$ cat config.mk
export PLATFORM = sky130hd
export DESIGN_NAME = ss_adc_timer
export DESIGN_NICKNAME = d
export VERILOG_FILES = /design/src/rtl/ss_adc_pkg.sv /design/src/rtl/ss_adc_tick_gen.sv /design/src/rtl/ss_adc_ramp_cnt.sv /design/src/rtl/ss_adc_cap_ch.sv /design/src/rtl/ss_adc_timer.sv
export SDC_FILE = /design/constraint.sdc
export NUM_CORES = 1
export LEC_CHECK = 0
export BUFFER_PORTS_ARGS = -buffer_cell sky130_fd_sc_hd__buf_2
export CELL_PAD_IN_SITES_DETAIL_PLACEMENT = 1
export CELL_PAD_IN_SITES_GLOBAL_PLACEMENT = 2
export CORE_MARGIN = 4
export CORE_UTILIZATION = 29
export DETAILED_ROUTE_END_ITERATION = 6
export GPL_ROUTABILITY_DRIVEN = 0
export HOLD_SLACK_MARGIN = 0.06
export PLACE_DENSITY_LB_ADDON = 0.1
export SETUP_SLACK_MARGIN = 0.05
export SLEW_MARGIN = 20
export SYNTH_ARGS = -nofsm -noshare
export SYNTH_HDL_FRONTEND = slang
export SYNTH_SLANG_ARGS = --single-unit
$ cat constraint.sdc
create_clock -name clk -period 3.5 [get_ports clk]
set_clock_uncertainty 0.1 [all_clocks]
set_input_delay 0.525 -clock clk [delete_from_list [all_inputs] [get_ports clk]]
set_output_delay 0.525 -clock clk [all_outputs]
set_load 0.05 [all_outputs]
$ cat src/rtl/ss_adc_pkg.sv
package ss_adc_pkg;
    localparam int unsigned CNT_W = 12;
    localparam int unsigned N_CH  = 4;
    localparam int unsigned SEL_W = 2;
    localparam int unsigned SLOW_DIV = 2;

    typedef logic [CNT_W-1:0] cnt_t;

    typedef enum logic [SEL_W-1:0] {
        AUX_IN0 = 2'b00,
        AUX_IN1 = 2'b01,
        AUX_IN2 = 2'b10,
        AUX_CAL = 2'b11
    } aux_sel_e;

    typedef enum logic {
        ST_IDLE = 1'b0,
        ST_RAMP = 1'b1
    } conv_st_e;

    function automatic cnt_t cnt_top();
        return '1;
    endfunction
endpackage

$ cat src/rtl/ss_adc_tick_gen.sv
module ss_adc_tick_gen #(
    parameter int unsigned DIV = ss_adc_pkg::SLOW_DIV
) (
    input  logic clk,
    input  logic rst,
    input  logic clr,
    input  logic run,
    input  logic slow,
    output logic tick
);
    localparam int unsigned PH_W = (DIV > 1) ? $clog2(DIV) : 1;
    localparam logic [PH_W-1:0] PH_LAST = PH_W'(DIV - 1);

    logic [PH_W-1:0] ph;

    always_ff @(posedge clk) begin
        if (rst || clr) begin
            ph <= '0;
        end else if (run) begin
            ph <= (ph == PH_LAST) ? '0 : ph + 1'b1;
        end
    end

    assign tick = slow ? (ph == PH_LAST) : 1'b1;
endmodule

$ cat src/rtl/ss_adc_ramp_cnt.sv
module ss_adc_ramp_cnt #(
    parameter int unsigned W = ss_adc_pkg::CNT_W
) (
    input  logic         clk,
    input  logic         rst,
    input  logic         clr,
    input  logic         en,
    output logic [W-1:0] cnt,
    output logic         at_max
);
    assign at_max = (cnt == {W{1'b1}});

    always_ff @(posedge clk) begin
        if (rst || clr) begin
            cnt <= '0;
        end else if (en && !at_max) begin
            cnt <= cnt + 1'b1;
        end
    end
endmodule

$ cat src/rtl/ss_adc_cap_ch.sv
module ss_adc_cap_ch #(
    parameter int unsigned W = ss_adc_pkg::CNT_W
) (
    input  logic         clk,
    input  logic         rst,
    input  logic         clr,
    input  logic         active,
    input  logic         trip,
    input  logic         fin,
    input  logic [W-1:0] cnt,
    output logic [W-1:0] res,
    output logic         hit_nxt
);
    logic hit;

    assign hit_nxt = hit | (active & trip);

    always_ff @(posedge clk) begin
        if (rst) begin
            hit <= 1'b0;
            res <= '0;
        end else if (clr) begin
            hit <= 1'b0;
        end else if (active && !hit) begin
            if (trip) begin
                res <= cnt;
                hit <= 1'b1;
            end else if (fin) begin
                res <= {W{1'b1}};
                hit <= 1'b1;
            end
        end
    end
endmodule

$ cat src/rtl/ss_adc_timer.sv
module ss_adc_timer
    import ss_adc_pkg::*;
(
    input  logic                    clk,
    input  logic                    rst,
    input  logic                    pwm_sync,
    input  logic                    clk_src_sel,
    input  logic [SEL_W-1:0]        aux_sel_in,
    input  logic [N_CH-1:0]         cmp_in,
    output logic [SEL_W-1:0]        aux_mux_sel,
    output logic                    cap_reset,
    output logic                    busy,
    output logic                    conv_done,
    output logic [CNT_W-1:0]        res_ch0,
    output logic [CNT_W-1:0]        res_ch1,
    output logic [CNT_W-1:0]        res_ch2,
    output logic [CNT_W-1:0]        res_ch3
);
    conv_st_e        st;
    aux_sel_e        sel_q;
    logic            sync_q;
    logic            start;
    logic            active;
    logic            fin;
    logic            tick;
    logic            at_max;
    cnt_t            cnt_w;
    cnt_t            res_arr [N_CH];
    logic [N_CH-1:0] hit_nxt;

    assign active = (st == ST_RAMP);
    assign start  = pwm_sync & ~sync_q & ~active;
    assign fin    = active & ((&hit_nxt) | at_max);

    always_ff @(posedge clk) begin
        if (rst) begin
            sync_q    <= 1'b0;
            st        <= ST_IDLE;
            conv_done <= 1'b0;
            sel_q     <= AUX_IN0;
        end else begin
            sync_q <= pwm_sync;
            if (start) begin
                st        <= ST_RAMP;
                conv_done <= 1'b0;
                sel_q     <= aux_sel_e'(aux_sel_in);
            end else if (fin) begin
                st        <= ST_IDLE;
                conv_done <= 1'b1;
            end
        end
    end

    ss_adc_tick_gen #(.DIV(SLOW_DIV)) u_tick (
        .clk  (clk),
        .rst  (rst),
        .clr  (start),
        .run  (active),
        .slow (clk_src_sel),
        .tick (tick)
    );

    ss_adc_ramp_cnt #(.W(CNT_W)) u_cnt (
        .clk    (clk),
        .rst    (rst),
        .clr    (start),
        .en     (active & tick),
        .cnt    (cnt_w),
        .at_max (at_max)
    );

    for (genvar g = 0; g < N_CH; g++) begin : g_ch
        ss_adc_cap_ch #(.W(CNT_W)) u_cap (
            .clk     (clk),
            .rst     (rst),
            .clr     (start),
            .active  (active),
            .trip    (cmp_in[g]),
            .fin     (fin),
            .cnt     (cnt_w),
            .res     (res_arr[g]),
            .hit_nxt (hit_nxt[g])
        );
    end

    assign aux_mux_sel = sel_q;
    assign cap_reset   = ~active;
    assign busy        = active;
    assign res_ch0     = res_arr[0];
    assign res_ch1     = res_arr[1];
    assign res_ch2     = res_arr[2];
    assign res_ch3     = res_arr[3];
endmodule

==> Implementation_results.wiki <==
{| class="wikitable"
! Metric !! Value
|-
| Die outline area || 0.01252 mm²
|-
| Count of buffers inserted at the top-level ports || just over 60
|-
| Vias in the first global route || roughly 2,700
|-
| Setup violation total in the final timing report || 0
|-
| Data arrival time of the worst path || 2600 ps
|-
| Max FO, Critical Path || 12
|-
| Fill cell count || 1,243
|-
| Synthesis warning total || 0
|-
| Max-slew violation count || 0
|-
| Type of origin of the critical path || flop
|-
| Detailed-router iteration count before antenna repair || 4
|-
| Post-DR wirelength/cell || 16.53 µm
|-
| CTS Buf Count || 9
|-
| Core footprint || 0.01042 mm²
|-
| Overall via count from detail_route || 2,504
|-
| Buffer cell driving the clock tree root || sky130_fd_sc_hd__clkbuf_8
|-
| Net total in the final layout || 402
|-
| Maximum clock insertion buffer count || 2
|-
| Share of the cycle needed by the critical path after routing || 0.6959
|-
| Static power due to leakage || 1.547 nW
|-
| Final Hold Fails || 0
|-
| Total negative setup slack || 0 ps
|-
| Pre-CTS setup slack || 1030 ps
|-
| Max VDD drop || 0.1877 mV
|-
| Category of the critical setup timing path || flop to flop
|-
| Distinct cell type count after synthesis || between 40 and 50
|-
| Sum of routed wire length over all layers || about 8800 µm
|-
| Final setup margin || between 1000 and 1500 ps
|-
| Leading register cell type out of synthesis || sky130_fd_sc_hd__dfxtp_1
|-
| TritonCTS clock tree || done
|-
| Worst rel slew slack || 0.4373
|-
| Top cell type's share of synthesized area || 0.4476
|-
| Startpoint of the most critical register-to-register path || u_cnt.cnt[0]
|-
| Chip height || 111.9 µm
|-
| Top cells by area in the synthesized netlist || sky130_fd_sc_hd__dfxtp_1 45%, sky130_fd_sc_hd__a211oi_2 16%, sky130_fd_sc_hd__inv_1 6.5%
|-
| Seq/Total Area, Yosys || 0.4476
|-
| Global-route usage over all layers || 0.1479
|-
| Post-Syn Area per Cell || 9.207 µm²
|-
| Top cell type by total area after synthesis || sky130_fd_sc_hd__dfxtp_1
|-
| Worst-Skew Late Latency || 350 ps
|-
| Detailed placer's ending HPWL || a little over 6000 µm
|-
| Antenna Cells || 0
|-
| Post-route ant nets || 0
|-
| Post-CTS Resized || 0
|-
| Avg Vias per Cell || 4.716
|-
| Number of hold buffers added after cts || 0
|-
| Number of H-tree branching levels || 3
|-
| 1st-iter DRT viols || 104
|-
| Count of maximum capacitance violations || 0
|-
| Async S/R FF share, synth || 0
|-
| Initial Util || 0.3005
|-
| Critical path required time || 3660 ps
|-
| Launching element of the worst setup path || u_cnt.cnt[0]
|-
| Synthesized flop and latch total || 70
|-
| Area added between synthesis and finish || 18.70%
|-
| Initial antenna violation count || 0
|-
| Top Ports || 63
|-
| Final period demand of the worst path || 2436 ps
|-
| Post-synth design cell area || 0.003131 mm²
|-
| Number of enable-type register cells in the synthesized netlist || 0
|-
| Commonest cells after routing, fill and taps aside || 70 x sky130_fd_sc_hd__dfxtp_1, 62 x sky130_fd_sc_hd__buf_2, 54 x sky130_fd_sc_hd__inv_1
|-
| Setup Fix Bufs, Post-CTS || 0
|-
| Reg clk slew, reported paths || 70 ps
|-
| Fraction of final layout cells with drive strength greater than 1 || 0.3367
|-
| Clock sink total || 70
|-
| Cell count after synthesis || 340
|-
| Endpoint kind of the worst setup timing path || flop
|-
| Fmax || between 0.4 and 0.5 GHz
|-
| Cell area after placement || 0.003495 mm²
|-
| Most frequent standard cell in the layout excluding fill and tap cells || sky130_fd_sc_hd__dfxtp_1
|-
| Total global routing overflow || 0
|-
| Horiz. Die Dim || ~110 µm
|-
| Largest net degree at the start of global routing || 53
|-
| Total number of placement rows || 37
|-
| Hold path start || aux_sel_in[0]
|-
| Unrepaired setup endpoints after global routing || no
|-
| Worst hold-check path type || input port to flop
|-
| Final instance area || 0.003716 mm²
|-
| Wire length of the first global-routing pass || 14,440 µm
|-
| Power density over the cells || 520.5 mW/mm²
|-
| Run status || completed
|-
| Syn Nets || 351
|-
| Number of remaining DRC errors || 0
|-
| Slew of the pin with the lowest slew margin || 843.9 ps
|}
[metal layers]
metal | part of all wire | vias to the layer above | track usage | wire (µm)
met5 | 0 | - | 0 | 0
met3 | 0.044 | 9 | 0.02989 | 382
li1 | - | 1251 | - | -
met4 | 0.012 | 0 | 0.06569 | 108
met1 | 0.48 | 1190 | 0.1926 | 4180
met2 | 0.47 | 54 | 0.2366 | 4108
[state kept, by name, indices dropped and copies added (netlist names)]
name	cells
u_tick.ph	1
u_cnt.cnt	12
aux_mux_sel	2
busy	1
g_ch.u_cap.res	48
sync_q	1
conv_done	1
g_ch.u_cap.hit	4
[kinds of logic (layout without fill, tap and decap cells)]
group	count (synthesis)	in the layout	synth area share
AO/OA/AOI/OAI	90	90	0.2686
buffers and inverters	80	135	0.1115
AND/OR/NAND/NOR	95	95	0.1559
adder cells (fa/ha/maj)	1	1	0.003996
multiplexers	3	3	0.009593
XOR/XNOR	1	1	0.002798
flip-flops	70	70	0.4476
[path summary, 6_finish.rpt]
path                                              to  slack, ps  cells after the start
worst max register to register  g_ch[2].u_cap.res[0]       1060                      6
worst max-delay path            g_ch[2].u_cap.res[0]       1060                      6
worst min-delay path                  aux_mux_sel[0]        300                      3
worst min register to register             conv_done        350                      2
[through the flow]
stage | util | hold slack [ps] | power (mW) | std cells
after floorplan | - | 338.8 | 1.143 | 340
after global placement | 0.3355 | 331.4 | 1.218 | 516
after detailed placement | 0.3355 | 341.0 | 1.221 | 516
after CTS | 0.3568 | 290.5 | 1.971 | 531
after global routing | 0.3568 | 320.1 | 2.032 | 531
final | 0.3568 | 304.4 | 1.934 | 531
[critical path, cell delays in order, from the launching register on]
cell and delay [ps]:
sky130_fd_sc_hd__dfxtp_1 590, sky130_fd_sc_hd__ha_1 320, sky130_fd_sc_hd__nand3_1 180, sky130_fd_sc_hd__nor3_4 360
sky130_fd_sc_hd__buf_4 260, sky130_fd_sc_hd__o21ai_2 240, sky130_fd_sc_hd__a211oi_1 300
[cell usage after synthesis, types with 3 or more instances]
| master | number |
|---|---|
| sky130_fd_sc_hd__a211oi_1 | 9 |
| sky130_fd_sc_hd__a211oi_2 | 41 |
| sky130_fd_sc_hd__a21oi_1 | 15 |
| sky130_fd_sc_hd__buf_2 | 9 |
| sky130_fd_sc_hd__buf_6 | 5 |
| sky130_fd_sc_hd__clkbuf_1 | 11 |
| sky130_fd_sc_hd__dfxtp_1 | 70 |
| sky130_fd_sc_hd__inv_1 | 54 |
| sky130_fd_sc_hd__mux2i_1 | 3 |
| sky130_fd_sc_hd__nand2_1 | 10 |
| sky130_fd_sc_hd__nand3_1 | 5 |
| sky130_fd_sc_hd__nor2_1 | 53 |
| sky130_fd_sc_hd__nor2b_1 | 5 |
| sky130_fd_sc_hd__o21ai_0 | 5 |
| sky130_fd_sc_hd__o21ai_1 | 5 |
| sky130_fd_sc_hd__o21ai_2 | 4 |
[layout make-up]
class / count / area [µm²] / area share
clock buffer: 11 / 151.4 / 0.04074
clock inverter: 4 / 70.07 / 0.01886
inverter: 54 / 202.7 / 0.05455
multi-input combinational: 190 / 1380 / 0.3714
sequential: 70 / 1401 / 0.3771
tap: 136 / 170.2 / 0.04579
timing repair buffer: 66 / 340.3 / 0.09158
[where the power goes]
part | total [mW] | leakage [nW] | internal (mW) | switching, mW
clock network | 0.738 | 0.115 | 0.434 | 0.305
registers | 0.862 | 0.570 | 0.838 | 0.0234
logic | 0.334 | 0.861 | 0.0829 | 0.251
Power figures use the tool's default switching activity.
